**src/rtl/chg_term_pkg.sv**
```systemverilog
package chg_term_pkg;
  typedef enum logic [1:0] {PH_CHARGE, PH_TOPOFF, PH_DONE} phase_t;

  localparam logic [2:0] STAT_CHARGE = 3'b011;
  localparam logic [2:0] STAT_TOPOFF = 3'b110;
  localparam logic [2:0] STAT_DONE   = 3'b111;

  function automatic logic [2:0] phase_code(phase_t p);
    case (p)
      PH_TOPOFF: return STAT_TOPOFF;
      PH_DONE:   return STAT_DONE;
      default:   return STAT_CHARGE;
    endcase
  endfunction
endpackage

```
**src/rtl/term_qualifier.sv**
```systemverilog
module term_qualifier #(
  parameter int QUAL_TICKS = 16
) (
  input  logic clk,
  input  logic rst_n,
  input  logic clr,
  input  logic arm,
  input  logic tick,
  input  logic vbat_hi,
  input  logic cv_act,
  input  logic ibat_lo,
  input  logic iin_reg,
  input  logic vin_reg,
  input  logic therm_reg,
  input  logic term_en,
  output logic term_det
);
  localparam int QW = $clog2(QUAL_TICKS + 1);

  logic          qual;
  logic [QW-1:0] cnt;

  assign qual = vbat_hi && cv_act && ibat_lo && term_en &&
                !iin_reg && !vin_reg && !therm_reg;

  always_ff @(posedge clk or negedge rst_n) begin
    if (!rst_n)                  cnt <= '0;
    else if (clr || !arm || !qual) cnt <= '0;
    else if (tick)               cnt <= cnt + 1'b1;
  end

  assign term_det = arm && !clr && qual && tick && (cnt == QW'(QUAL_TICKS - 1));


  cnt_needs_qual_chk: assert property (@(posedge clk) disable iff (!rst_n)
    (cnt != '0) |-> $past(qual));
endmodule

```
**src/rtl/topoff_timer.sv**
```systemverilog
module topoff_timer #(
  parameter int UNIT_TICKS = 15
) (
  input  logic       clk,
  input  logic       rst_n,
  input  logic       clr,
  input  logic       start,
  input  logic [1:0] sel_in,
  input  logic       run,
  input  logic       tick,
  input  logic       susp,
  input  logic       half,
  output logic       expire
);
  localparam int TW = $clog2(UNIT_TICKS * 3 + 1);

  logic [1:0]    sel_q;
  logic [TW-1:0] cnt;
  logic [TW-1:0] limit;
  logic          ph;
  logic          step;
  logic          adv;

  assign limit = TW'(UNIT_TICKS * int'(sel_q));
  assign step  = run && tick && !susp;
  assign adv   = step && (!half || ph);
  assign expire = adv && !clr && (cnt == limit - 1'b1);

  always_ff @(posedge clk or negedge rst_n) begin
    if (!rst_n) begin
      sel_q <= '0;
      cnt   <= '0;
      ph    <= 1'b0;
    end else if (clr || start) begin
      if (start && !clr) sel_q <= sel_in;
      cnt <= '0;
      ph  <= 1'b0;
    end else begin
      if (step && half) ph <= ~ph;
      if (adv) cnt <= cnt + 1'b1;
    end
  end


  paused_hold_chk: assert property (@(posedge clk) disable iff (!rst_n)
    (run && susp && !clr && !start) |=> $stable(cnt));

  sel_locked_chk: assert property (@(posedge clk) disable iff (!rst_n)
    (run && !clr && !start) |=> $stable(sel_q));
endmodule

```
**src/rtl/chg_term_ctrl.sv**
```systemverilog
module chg_term_ctrl
  import chg_term_pkg::*;
#(
  parameter int QUAL_TICKS = 16,
  parameter int UNIT_TICKS = 15
) (
  input  logic       clk,
  input  logic       rst_n,
  input  logic       tick,
  input  logic       vbat_above_rechg,
  input  logic       cv_active,
  input  logic       ibat_below_term,
  input  logic       iin_reg_active,
  input  logic       vin_reg_active,
  input  logic       therm_reg_active,
  input  logic       term_en,
  input  logic       chg_restart,
  input  logic       reg_reset,
  input  logic [1:0] topoff_sel,
  input  logic       safety_suspend,
  input  logic       safety_half_rate,
  input  logic       flag_rd,
  output logic [2:0] chg_stat,
  output logic       irq,
  output logic       chg_flag,
  output logic       batsw_off_req
);
  phase_t phase;
  logic   clr, term_det, expire, flag_set;

  assign clr = chg_restart || reg_reset;

  term_qualifier #(.QUAL_TICKS(QUAL_TICKS)) u_qual (
    .clk(clk), .rst_n(rst_n), .clr(clr), .arm(phase == PH_CHARGE), .tick(tick),
    .vbat_hi(vbat_above_rechg), .cv_act(cv_active), .ibat_lo(ibat_below_term),
    .iin_reg(iin_reg_active), .vin_reg(vin_reg_active), .therm_reg(therm_reg_active),
    .term_en(term_en), .term_det(term_det)
  );

  topoff_timer #(.UNIT_TICKS(UNIT_TICKS)) u_topoff (
    .clk(clk), .rst_n(rst_n), .clr(clr), .start(term_det), .sel_in(topoff_sel),
    .run(phase == PH_TOPOFF), .tick(tick), .susp(safety_suspend),
    .half(safety_half_rate), .expire(expire)
  );

  assign flag_set = (term_det && topoff_sel != 2'b00) || expire;

  always_ff @(posedge clk or negedge rst_n) begin
    if (!rst_n) begin
      phase    <= PH_CHARGE;
      irq      <= 1'b0;
      chg_flag <= 1'b0;
    end else begin
      irq <= !clr && (term_det || expire);
      if (flag_set)     chg_flag <= 1'b1;
      else if (flag_rd) chg_flag <= 1'b0;
      if (clr)
        phase <= PH_CHARGE;
      else if (term_det)
        phase <= (topoff_sel == 2'b00) ? PH_DONE : PH_TOPOFF;
      else if (expire)
        phase <= PH_DONE;
    end
  end

  assign chg_stat      = phase_code(phase);
  assign batsw_off_req = (phase == PH_DONE);


  leave_needs_qual_chk: assert property (@(posedge clk) disable iff (!rst_n)
    ($past(phase) == PH_CHARGE && phase != PH_CHARGE) |->
      $past(term_en && !iin_reg_active && !vin_reg_active && !therm_reg_active &&
            vbat_above_rechg && cv_active && ibat_below_term));

  irq_single_chk: assert property (@(posedge clk) disable iff (!rst_n)
    irq |=> !irq);

  flag_on_entry_chk: assert property (@(posedge clk) disable iff (!rst_n)
    (phase == PH_TOPOFF && $past(phase) == PH_CHARGE) |-> chg_flag);

  restart_chk: assert property (@(posedge clk) disable iff (!rst_n)
    (chg_restart || reg_reset) |=> (chg_stat == STAT_CHARGE && !batsw_off_req));
endmodule

```
**config.mk**
```make
export PLATFORM = sky130hd
export DESIGN_NAME = chg_term_ctrl
export DESIGN_NICKNAME = d
export VERILOG_FILES = /design/src/rtl/chg_term_pkg.sv /design/src/rtl/term_qualifier.sv /design/src/rtl/topoff_timer.sv /design/src/rtl/chg_term_ctrl.sv
export SDC_FILE = /design/constraint.sdc
export NUM_CORES = 1
export LEC_CHECK = 0
export ABC_CLOCK_PERIOD_IN_PS = 2500
export BUFFER_PORTS_ARGS = -buffer_cell sky130_fd_sc_hd__buf_2
export CAP_MARGIN = 15
export CORE_MARGIN = 5
export CORE_UTILIZATION = 25
export DETAILED_ROUTE_END_ITERATION = 10
export GPL_ROUTABILITY_DRIVEN = 1
export SLEW_MARGIN = 20
export SYNTH_ARGS = -nofsm -noshare
export SYNTH_HDL_FRONTEND = slang
export SYNTH_HIERARCHICAL = 1
export SYNTH_SLANG_ARGS = --single-unit
```
**constraint.sdc**
```tcl
create_clock -name clk -period 2.5 [get_ports clk]
set_input_delay 0.125 -clock clk [delete_from_list [all_inputs] [get_ports clk]]
set_output_delay 0.125 -clock clk [all_outputs]
set_load 0.005 [all_outputs]
```
# Word level (Yosys, flattened, before mapping)
# Index checks and enable logic that the tools add are counted.
# word_totals
memories	0
input_bits	17
romBits	0
wordCells	72
out_inout_bits	6
latch_bits	0
ramBits	0
reg_bits	18
# classes
bitwise	1
multipliers	1
n_mux	13
n_div	0
shifts	0
n_reduce_logical	43
n_eq_ne	4
n_lt_le_gt_ge	0
add_sub_neg	3
# ops
cell	count
1-bit logical AND	19
6-bit two-way mux	2
5-bit two-way mux	2
2-bit nonzero test	5
1-bit zero test	8
2-bit two-way mux	4
1-bit logical OR	7
6-bit by 1-bit adder with 6-bit output, second input constant	1
6-bit == test	1
4-bit by 2-bit multiplier with 6-bit output, first input constant	1
3-bit one-hot mux with 2 select lines	1
6-bit by 1-bit subtractor with 6-bit output, second input constant	1
5-bit by 1-bit adder with 5-bit output, second input constant	1
5-bit by 4-bit == test with 1-bit output, second input constant	1
2-bit zero test	2
1-bit two-way mux	4
3-bit nonzero test	1
2-bit by 1-bit == test with 1-bit output, second input constant	1
2-bit == test, second input constant	1
2-bit AND reduction	1
1-bit inverter	1

# Depth between registers and ports, before layout
# Gate-level depths: netlist (run 1).
# depth
depth_word	12
depth_mapped	9
mapped_depth_nobuf	8

# Modules after synthesis
# The synthesis (run 1) kept the hierarchy.
# modules_own_cells
mod	area_each_um2	seq_area_each_um2	cells_per_inst	instances
topoff_timer	576.8	225.2	58	1
term_qualifier	277.8	125.1	28	1
chg_term_ctrl	231.5	100.1	23	1

# Least setup slack after synthesis (run 1)
# OpenSTA, ideal clock, no wires.
# synth_timing
path_type	register to register
startpoint	register phase[1]
endpoint	register u_topoff.sel_q[0]
path_slack_ps	333
path_buffers	1
stages_incl_launch_ff	9
synth_period_minus_slack_ps	2167
arrival_time_ps	2042
setup_ps	125
path_cell_list	dfrtp_1 > inv_1 > ha_1 > nand3b_1 > or4_1 > buf_2 > nor2_1 > nor2b_1 > mux2_2
# synth_between
elab_chain_cells	7
word_cells_on_any_way	8
cone_classes	reduce/logical: 8
# synth_rtl
item	line_no	source
from (decl)	chg_term_ctrl.sv:28	phase_t phase;
from (signal assigned)	chg_term_ctrl.sv:60	phase <= (topoff_sel == 2'b00) ? PH_DONE : PH_TOPOFF;
2-bit zero test (*)	chg_term_ctrl.sv:34	.clk(clk), .rst_n(rst_n), .clr(clr), .arm(phase == PH_CHARGE), .tick(tick),
1-bit logical AND (*) (4 in a row)	term_qualifier.sv:32	assign term_det = arm && !clr && qual && tick && (cnt == QW'(QUAL_TICKS - 1));
via term_det	chg_term_ctrl.sv:29	logic clr, term_det, expire, flag_set;
1-bit logical AND / 1-bit logical OR (equally long branches)	topoff_timer.sv:35, topoff_timer.sv:34	
2-bit AND reduction (no line) (*)	n/a	
to (signal assigned)	topoff_timer.sv:35	if (start && !clr) sel_q <= sel_in;
to (decl)	topoff_timer.sv:17	logic [1:0] sel_q;
# The timed path passes the listed nets; every way through them passes the cells marked *.
# A chain may end at the register's enable or synchronous reset.

# Worst setup path in the final report (run 1)
# Ends and elaborated chain as after synthesis.

==> results.toml, run 1 <==
[synthesis]
synthTopCellsByArea = "dfrtp_1 41%, ha_1 10%, xnor2_1 4.0%"
synth_common_cells = "18 x dfrtp_1, 10 x nor2_1, 9 x ha_1"
synth_ff_type = "dfrtp_1"
syn_nets = 135
synth_edf_count = 0
yosysMostFrequentCell = "dfrtp_1"
async_flop_share = 1.000
synth_seq_area_share = 0.4147
synthCells = 109
synthesis.area_mm2 = 0.001086
yosysUniqueCellTypes = 35
synth_top_cell_by_area = "dfrtp_1"
avgSynthCellArea_um2 = 9.964
ys_ff_latch = 18
synth.top_cell.area_share = 0.4147
yosysWarnings = 6

[critical_path]
path_max_fanout = 6
r2r_start = "phase[1]"
r2r-end = "u_topoff/sel_q[0]"
reg2reg_setup_slack_ns = 0.41
end_kind = "register"
r2r_cells = 7
path_delay_family = "simple AND/OR/NAND/NOR gates"
cp_cell_sequence = "inv_1 -> ha_1 -> nand3b_1 -> or4_1 -> nor2_1 -> nor2b_1 -> mux2_2"
required_ns = 2.64
setup.worst_path.start_class = "register"
max_stage_delay_ns = 0.52
worst_path_max_delay_cell = "or4_1"
timing.critical_path.buf_inv = 1
arrival_ns = 2.23
setup.worst_path.class = "reg -> reg"

[power]
ir_drop_v = 0.0001989
p_leak_nw = 0.5936
powerDensity_mw_per_mm2 = 433.1

[placement]
placed_area_mm2 = 0.001240
dp_hpwl_um = 1619
gp_congestion = 0.7305
port-buffer-count = 21

[timing]
fmax_mhz = 478.1
slew_violations = 0
fin_crit_ns = 2.092
hold_viol = 0
rsz0062_at_grt = "no"
skew_ns = 0.006149
setup_violations = 0
period_share = 0.8366
fin_tns_setup_ns = 0

[detailed_routing]
first_iter_violations = 16
vias_per_cell = 4.397
drcViolationCount = 0
vias = 809
wire_per_inst_um = 11.76
drt-total-wl_um = 2163
drtPass1Iterations = 4
final_antenna_net_count = 0

[cells_and_area]
layout.nets = 159
syn2layout_area_growth_pct = 20.16
utilization = 0.3039
drive_gt1_frac = 0.2500
design_area_mm2 = 0.001305
n_antenna_cell = 0

[clocking]
h-tree-depth = 1
numCtsBuffers = 3
clock_sinks = 18
cts_hold_buf = 1
clockBufferDepth = 2
post_cts_buffers = 0
insertion_delay_ns = 0.25
ctsResizeCount = 0
cts_tree = "built"
clk_pin_slew_ns = 0.07
cts_root_buf = "clkbuf_8"

[min_path]
whs_path_depth = 3
hold_start = "topoff_sel[1]"
hp-class = "in -> reg"
hold_path_end = "u_topoff/sel_q[1]"

[flow_run]
maxCapViolCount = 0

[floorplanning]
ios = 23
die-area_mm2 = 0.005762
fp-row-count = 24
core_mm2 = 0.004294
die_w_um = 75.91
start_util = 0.2529
die_h_um = 75.91

[global_routing]
antenna_found_initial = 0
grt_overflow = 0
grt_pass1_vias = 793
grt_max_degree = 19
grt_pass1_wl_um = 3808
grtUsageTotal = 0.07947

[outcome]
outcome = "complete, no violations"
==> worst max-delay path by stage <==
stage               startpoint           endpoint  cells past startpoint
global placement     reg_reset  u_topoff/sel_q[0]                      7
global route          phase[1]  u_topoff/sel_q[0]                      7
detailed placement   reg_reset  u_topoff/sel_q[0]                      7
CTS                   phase[1]  u_topoff/sel_q[0]                      7
finish                phase[1]  u_topoff/sel_q[0]                      7
floorplan             phase[1]  u_topoff/sel_q[0]                      8
==> flip-flops by register name, indices dropped and copies added, names as in the netlist <==
signal / count
irq: 1
u_topoff/sel_q: 2
u_topoff/ph: 1
u_qual/cnt: 5
u_topoff/cnt: 6
phase: 2
chg_flag: 1
==> cells in the final DEF (no fill, tap or decap), types with 2 or more instances in the layout <==
master     n
nand3b_1   2
mux2i_1    3
and3_1     2
nand4b_1   2
buf_4      2
nor2b_1    2
nor3b_1    2
dfrtp_1   18
nor2_1    10
xor2_1     4
a21oi_1    4
nand2_1    6
or2_2      2
xnor2_1    5
nand3_1    2
ha_1       9
buf_2     21
inv_1      6
clkbuf_8   4
or4_1      3
o21a_1     2
o31ai_1    2
nor3_1     2
o21ai_0    3
nor4_1     3
or3_1      2
==> area by class of cell <==
class,count,area [um2]
multi-input cells,80,581.8
inverters,6,22.52
clock buffers,4,55.05
flip-flops and latches,18,450.4
repair buffers,24,130.1
fillers,434,2989
well taps,52,65.06
==> per-stage QoR <==
step	instances	hold slack [ns]	power, mW	setup WS (ns)
after floorplan	109	-0.1706	0.3115	0.3332
after global placement	179	0.08302	0.3330	0.3787
after detailed placement	179	0.08435	0.3329	0.3458
after CTS	184	0.1046	0.5756	0.4101
after global routing	184	0.1245	0.5924	0.2650
final	184	0.1197	0.5652	0.4084
==> logic make-up after synthesis <==
group | synth area share
buf+inv | 0.04954
other cells | 0.003453
xor+xnor | 0.07258
flops | 0.4147
compound gates | 0.07142
simple gates | 0.2465
fa+ha+maj | 0.1037
mux | 0.03802
==> layer usage <==
layer  routed length (um)  vias to the layer above  global-route usage
met3                   64                        2            0.007109
li1                     -                      420                   -
met2                 1031                       15              0.1267
met4                   46                        0             0.04804
met5                    0                        -                   0
met1                 1021                      372              0.1031
==> where the power goes <==
part / switching, mW / internal (mW)
Combinational: 0.0203 / 0.0165
Sequential: 0.0000198 / 0.291
Clock: 0.0975 / 0.140
==> tightest hold or removal path: stages <==
cell	delay [ns]
buf_2	0.10
nand2_1	0.04
o21ai_0	0.06
Note: power is estimated with default switching activity, not from simulation.
==> run 2: changes to the inputs <==
--- a/config.mk
+++ b/config.mk
@@ -5,7 +5,7 @@
 export SDC_FILE = /design/constraint.sdc
 export NUM_CORES = 1
 export LEC_CHECK = 0
-export ABC_CLOCK_PERIOD_IN_PS = 2500
+export ABC_CLOCK_PERIOD_IN_PS = 2020
 export BUFFER_PORTS_ARGS = -buffer_cell sky130_fd_sc_hd__buf_2
 export CAP_MARGIN = 15
 export CORE_MARGIN = 5
==> constraint.sdc (replaced) <==
create_clock -name clk -period 2.02 [get_ports clk]
set_input_delay 0.101 -clock clk [delete_from_list [all_inputs] [get_ports clk]]
set_output_delay 0.101 -clock clk [all_outputs]
set_load 0.005 [all_outputs]
==> run 2 against run 1 <==
  * Global-route usage increased by 0.091 points
  * Wire length about the same
  * Critical endpoint unchanged
  * Power increased by 25%
  * Clock skew decreased by 0.0030 ns
  * Utilization increased by 0.85 points
  * Non-clock buffer count increased by 3
  * Combinational power increased by 30%
  * Hold slack got worse by 0.045 ns
  * Clock power increased by 27%
==> results.toml, run 2 (synthesis results as in run 1) <==
[outcome]
outcome = "complete, no violations"

[floorplanning]
ios = 23
start_util = 0.2529
core_mm2 = 0.004294
fp-row-count = 24
die-area_mm2 = 0.005762
die_h_um = 75.91
die_w_um = 75.91

[min_path]
hold_start = "topoff_sel[1]"
hp-class = "in -> reg"
hold_path_end = "u_topoff/sel_q[1]"
whs_path_depth = 3

[clocking]
clockBufferDepth = 2
numCtsBuffers = 3
clock_sinks = 18
cts_tree = "built"
cts_root_buf = "clkbuf_8"
h-tree-depth = 1
clk_pin_slew_ns = 0.07
insertion_delay_ns = 0.26

[power]
p_comb_frac = 0.067
seq_power_share = 0.509
powerDensity_mw_per_mm2 = 527.6
ir_drop_v = 0.0003012
power.switching_uw = 152.1
internal_power_uw = 555.6
p_leak_nw = 0.6094
p_sw_frac = 0.2149
p_clk_frac = 0.424

[cells_and_area]
final_common_cell = "buf_2"
syn2layout_area_growth_pct = 23.50
layout_common_cells = "21 x buf_2, 18 x dfrtp_1, 9 x nor2_1, 9 x ha_1"
top_regs = "u_topoff/cnt: 6 flops, u_qual/cnt: 5 flops"
drive_gt1_frac = 0.2889
fill_cells = 454
largest_register_ffs = 6
top_register = "u_topoff/cnt"
layout.nets = 162
n_antenna_cell = 0

[critical_path]
cp_cell_sequence = "inv_1 -> ha_1 -> nand3b_1 -> or4_4 -> nor2_4 -> nor2b_2 -> mux2_2"
worst_path_max_delay_cell = "or4_4"
arrival_ns = 2.04
required_ns = 2.17
path_max_fanout = 3
end_kind = "register"
reg2reg_setup_slack_ns = 0.13
max_stage_delay_ns = 0.44
setup.worst_path.start_class = "register"
r2r_cells = 7
r2r_start = "phase[1]"
path_delay_family = "simple AND/OR/NAND/NOR gates"
setup.worst_path.class = "reg -> reg"
timing.critical_path.buf_inv = 1
r2r-end = "u_topoff/sel_q[0]"

[global_routing]
gr-usage-met2 = 0.1233
gr-max-usage-layer = "met2"
grt_overflow = 0
use_met3 = 0.007109
grtUsageTotal = 0.08037
antenna_found_initial = 0
grtUsageMet1 = 0.1042
grt_max_degree = 19
grt_pass1_vias = 832
grt_pass1_wl_um = 3815

[timing]
fin_tns_setup_ns = 0
hold_viol = 0
slew_violations = 0
setup_violations = 0
skew_ns = 0.003184
fmax_mhz = 528.3
fin_crit_ns = 1.893
rsz0062_at_grt = "no"
period_share = 0.9370
fin_ws_ns = 0.1272

[placement]
port-buffer-count = 21
gp_congestion = 0.6853
place_ws_ns = 0.08508
dp_hpwl_um = 1672

[detailed_routing]
drt-total-wl_um = 2162
drtPass1Iterations = 4
drcViolationCount = 0
final_antenna_net_count = 0
first_iter_violations = 28
vias_per_cell = 4.332
wire_per_inst_um = 11.56
vias = 810

[flow_run]
maxCapViolCount = 0
[run 2: stage by stage]
step | util | power [mW] | instances | hold WS [ns] | instance area, um2
after detailed placement | 0.2963 | 0.4141 | 182 | 0.06090 | 1272
final | 0.3124 | 0.7077 | 187 | 0.07424 | 1341
after floorplan | - | 0.3857 | 109 | -0.1946 | 1096
after CTS | 0.3115 | 0.7269 | 187 | 0.06902 | 1338
after global placement | 0.2963 | 0.4139 | 182 | 0.05439 | 1272
after global routing | 0.3124 | 0.7428 | 187 | 0.1128 | 1341
[run 2: worst max-delay path by stage]
stage | from | end | slack [ns] | depth (start not counted)
after floorplan | phase[1] | u_topoff/sel_q[0] | 0.03 | 8
after global placement | phase[1] | u_topoff/sel_q[0] | 0.13 | 7
after detailed placement | phase[1] | u_topoff/sel_q[0] | 0.09 | 7
after CTS | phase[1] | u_topoff/sel_q[0] | 0.08 | 7
after global routing | phase[1] | u_topoff/sel_q[0] | 0.02 | 7
final | phase[1] | u_topoff/sel_q[0] | 0.13 | 7
[run 2: worst register-to-register path: stages, from the launching register on]
cell and delay, ns:
dfrtp_1 0.40, inv_1 0.10, ha_1 0.14, nand3b_1 0.07, or4_4 0.44, nor2_4 0.12
nor2b_2 0.17, mux2_2 0.34
[run 2: power groups by stage]
stage | logic [mW] | clock network, mW | registers, mW
floorplan | 0.0183 | 0 | 0.367
global placement | 0.0467 | 0 | 0.367
detailed placement | 0.0469 | 0 | 0.367
CTS | 0.0481 | 0.319 | 0.360
global route | 0.0545 | 0.328 | 0.360
finish | 0.0477 | 0.300 | 0.360
[run 2: what timing repair did]
action	4_1_cts	5_1_grt
hold endpoints to repair	18	0
setup buffers	0	0
resized for setup	0	1
hold buffers	1	0
setup endpoints to repair	0	2
[run 2: per-layer routing]
metal	share of wire	wire, um
met5	0	0
met4	0.032	69
met3	0.020	43
met2	0.48	1029
met1	0.47	1020
[run 2: final cells by class]
class | count | area (um2) | share of cell area
timing repair buffer | 27 | 152.6 | 0.1138
tap | 52 | 65.06 | 0.04851
sequential | 18 | 450.4 | 0.3358
clock buffer | 4 | 55.05 | 0.04104
multi-input combinational | 80 | 595.6 | 0.4440
inverter | 6 | 22.52 | 0.01679
==> run 3: changes to the inputs <==
--- a/config.mk
+++ b/config.mk
@@ -5,7 +5,7 @@
 export SDC_FILE = /design/constraint.sdc
 export NUM_CORES = 1
 export LEC_CHECK = 0
-export ABC_CLOCK_PERIOD_IN_PS = 2020
+export ABC_CLOCK_PERIOD_IN_PS = 2050
 export BUFFER_PORTS_ARGS = -buffer_cell sky130_fd_sc_hd__buf_2
 export CAP_MARGIN = 15
 export CORE_MARGIN = 5
@@ -15,5 +15,4 @@
 export SLEW_MARGIN = 20
 export SYNTH_ARGS = -nofsm -noshare
 export SYNTH_HDL_FRONTEND = slang
-export SYNTH_HIERARCHICAL = 1
 export SYNTH_SLANG_ARGS = --single-unit
==> constraint.sdc (replaced) <==
create_clock -name clk -period 2.05 [get_ports clk]
set_input_delay 0.1025 -clock clk [delete_from_list [all_inputs] [get_ports clk]]
set_output_delay 0.1025 -clock clk [all_outputs]
set_load 0.005 [all_outputs]
==> run 3 against run 2 <==
  * Sequential share of layout area grew 2.7 points
  * Highest routed layer unchanged
  * Die area shrank 2.8%
  * Critical path depth shrank 1
  * Power is 8.4% lower
  * Utilization decreased by 0.46 points
  * Area after synthesis is 3.2% lower
  * Clock-buffer cell count shrank 1
==> results.toml, run 3 <==
[cells_and_area]
drive_gt1_frac = 0.2975
fill_cells = 438
layout.nets = 146
stdcell_count = 171
utilization = 0.3078
largest_register_ffs = 6
top_regs = "u_topoff.cnt: 6 flops, u_qual.cnt: 5 flops"
n_antenna_cell = 0
syn2layout_area_growth_pct = 17.98
top_register = "u_topoff.cnt"
final_common_cell = "buf_2"
layout_common_cells = "21 x buf_2, 18 x dfrtp_1, 12 x nor2_1"

[critical_path]
cp_common_cell = "ha_1"
setup.worst_path.start_class = "register"
timing.critical_path.buf_inv = 0
cp_cell_sequence = "ha_1 -> and3_1 -> ha_1 -> and2_4 -> and4_1 -> mux2_4"
setup.worst_path.class = "reg -> reg"
required_ns = 2.19
arrival_ns = 2.01
path_delay_family = "simple AND/OR/NAND/NOR gates"
worst_path_max_delay_cell = "dfrtp_1"
max_stage_delay_ns = 0.41
end_kind = "register"
path_max_fanout = 6

[clocking]
clock_sinks = 18
cts_tree = "built"
ctsResizeCount = 0
cts_root_buf = "clkbuf_8"
clk_pin_slew_ns = 0.07
numCtsBuffers = 3
clockBufferDepth = 2
insertion_delay_ns = 0.25
h-tree-depth = 1

[floorplanning]
ios = 23
die_h_um = 74.84
fp-row-count = 23
die-area_mm2 = 0.005601
core_mm2 = 0.004029
start_util = 0.2609
die_w_um = 74.84

[detailed_routing]
first_iter_violations = 17
drt-total-wl_um = 2126
drtPass1Iterations = 5
wire_per_inst_um = 12.43
final_antenna_net_count = 0
vias = 751
drcViolationCount = 0
vias_per_cell = 4.392

[global_routing]
grt_pass1_wl_um = 3884
antenna_found_initial = 0
grt_pass1_vias = 868
grtUsageTotal = 0.09214
grt_max_degree = 19
grt_overflow = 0

[synthesis]
synth_edf_count = 0
synth_top_cell_by_area = "dfrtp_1"
synth.top_cell.area_share = 0.4286
async_flop_share = 1.000
synthCells = 99
synthesis.area_mm2 = 0.001051
synthTopCellsByArea = "dfrtp_1 43%, ha_1 7.1%, nor2_1 4.3%"
syn_nets = 122
synth_common_cells = "18 x dfrtp_1, 12 x nor2_1, 6 x ha_1, 6 x nand2_1"
avgSynthCellArea_um2 = 10.62
yosysMostFrequentCell = "dfrtp_1"
synth_seq_area_share = 0.4286
ys_ff_latch = 18
yosysWarnings = 0
synth_ff_type = "dfrtp_1"
yosysUniqueCellTypes = 38

[placement]
port-buffer-count = 21
gp_congestion = 0.7234
dp_cells = 167
dp_hpwl_um = 1685
place_ws_ns = 0.1943

[min_path]
hp-class = "in -> reg"

[power]
powerDensity_mw_per_mm2 = 522.6
ir_drop_v = 0.0002011
p_leak_nw = 0.5726

[timing]
slew_violations = 0
fin_crit_ns = 1.867
fmax_mhz = 535.7
hold_slack_ns = 0.1189
rsz0062_at_grt = "no"
skew_ns = 0.002751
setup_violations = 0
period_share = 0.9106
fin_tns_setup_ns = 0
fin_ws_ns = 0.1834
hold_viol = 0

[outcome]
outcome = "complete, no violations"

[flow_run]
maxCapViolCount = 0
-- run 3: changes by cell type after synthesis, sizes merged, moves of 3 or more --
cell | before | now
a21oi | 4 | 1
nor2 | 10 | 13
ha | 9 | 6
or3 | 3 | 0
or4 | 3 | 0
and2 | 0 | 3
-- run 3: layer usage --
metal	GRT usage	wire length, um
met4	0.05336	39
met2	0.1489	1013
met3	0.02270	97
met1	0.1109	975
met5	0	0
-- run 3: area by class of cell --
type,instances,area [um2],area share
multi-input combinational,74,555.5,0.4480
inverter,4,15.01,0.01211
clock buffer,3,41.29,0.03330
tap,50,62.56,0.05045
timing repair buffer,22,115.1,0.09284
sequential,18,450.4,0.3633
-- run 3: final timing paths --
kind,slack [ns],from,cells after the start,end
worst max-delay path,0.18,u_qual.cnt[0],6,u_topoff.sel_q[0]
worst min-delay path,0.12,topoff_sel[1],2,u_topoff.sel_q[1]
worst max register to register,0.18,u_qual.cnt[0],6,u_topoff.sel_q[0]
worst min register to register,0.51,chg_flag,2,chg_flag
max in group asynchronous,1.43,rst_n,2,chg_flag
min in group asynchronous,0.31,rst_n,2,u_topoff.cnt[3]
-- run 3: cell families (layout without fill, tap and decap cells) --
family,after synthesis,in the layout,share of synthesized area
adders and majority gates,6,6,0.07143
muxes,4,4,0.04762
other,1,1,0.003568
xor gates and xnor gates,10,10,0.08333
AOI/OAI and AO/OA,8,8,0.05834
and+or+nand+nor,45,45,0.2643
buffers and inverters,7,29,0.04285
DFF,18,18,0.4286
-- run 3: report_power, final --
part	internal (mW)	switching (mW)	total, mW
clock network	0.131	0.120	0.250
logic	0.0181	0.0245	0.0426
registers	0.355	0.0000254	0.355
total	0.504	0.144	0.648
-- run 3: metrics by stage --
| step | power [mW] | cell area (um2) |
|---|---|---|
| after detailed placement | 0.4044 | 1189 |
| after floorplan | 0.3797 | 1051 |
| final | 0.6479 | 1240 |
| after global routing | 0.6798 | 1240 |
| after global placement | 0.4030 | 1189 |
| after CTS | 0.6615 | 1240 |
-- run 3: timing repair --
| action | 4_1_cts | 5_1_grt |
|---|---|---|
| buffers inserted | 0 | 0 |
| hold endpoints to repair | 18 | 0 |
| hold buffers | 1 | 0 |
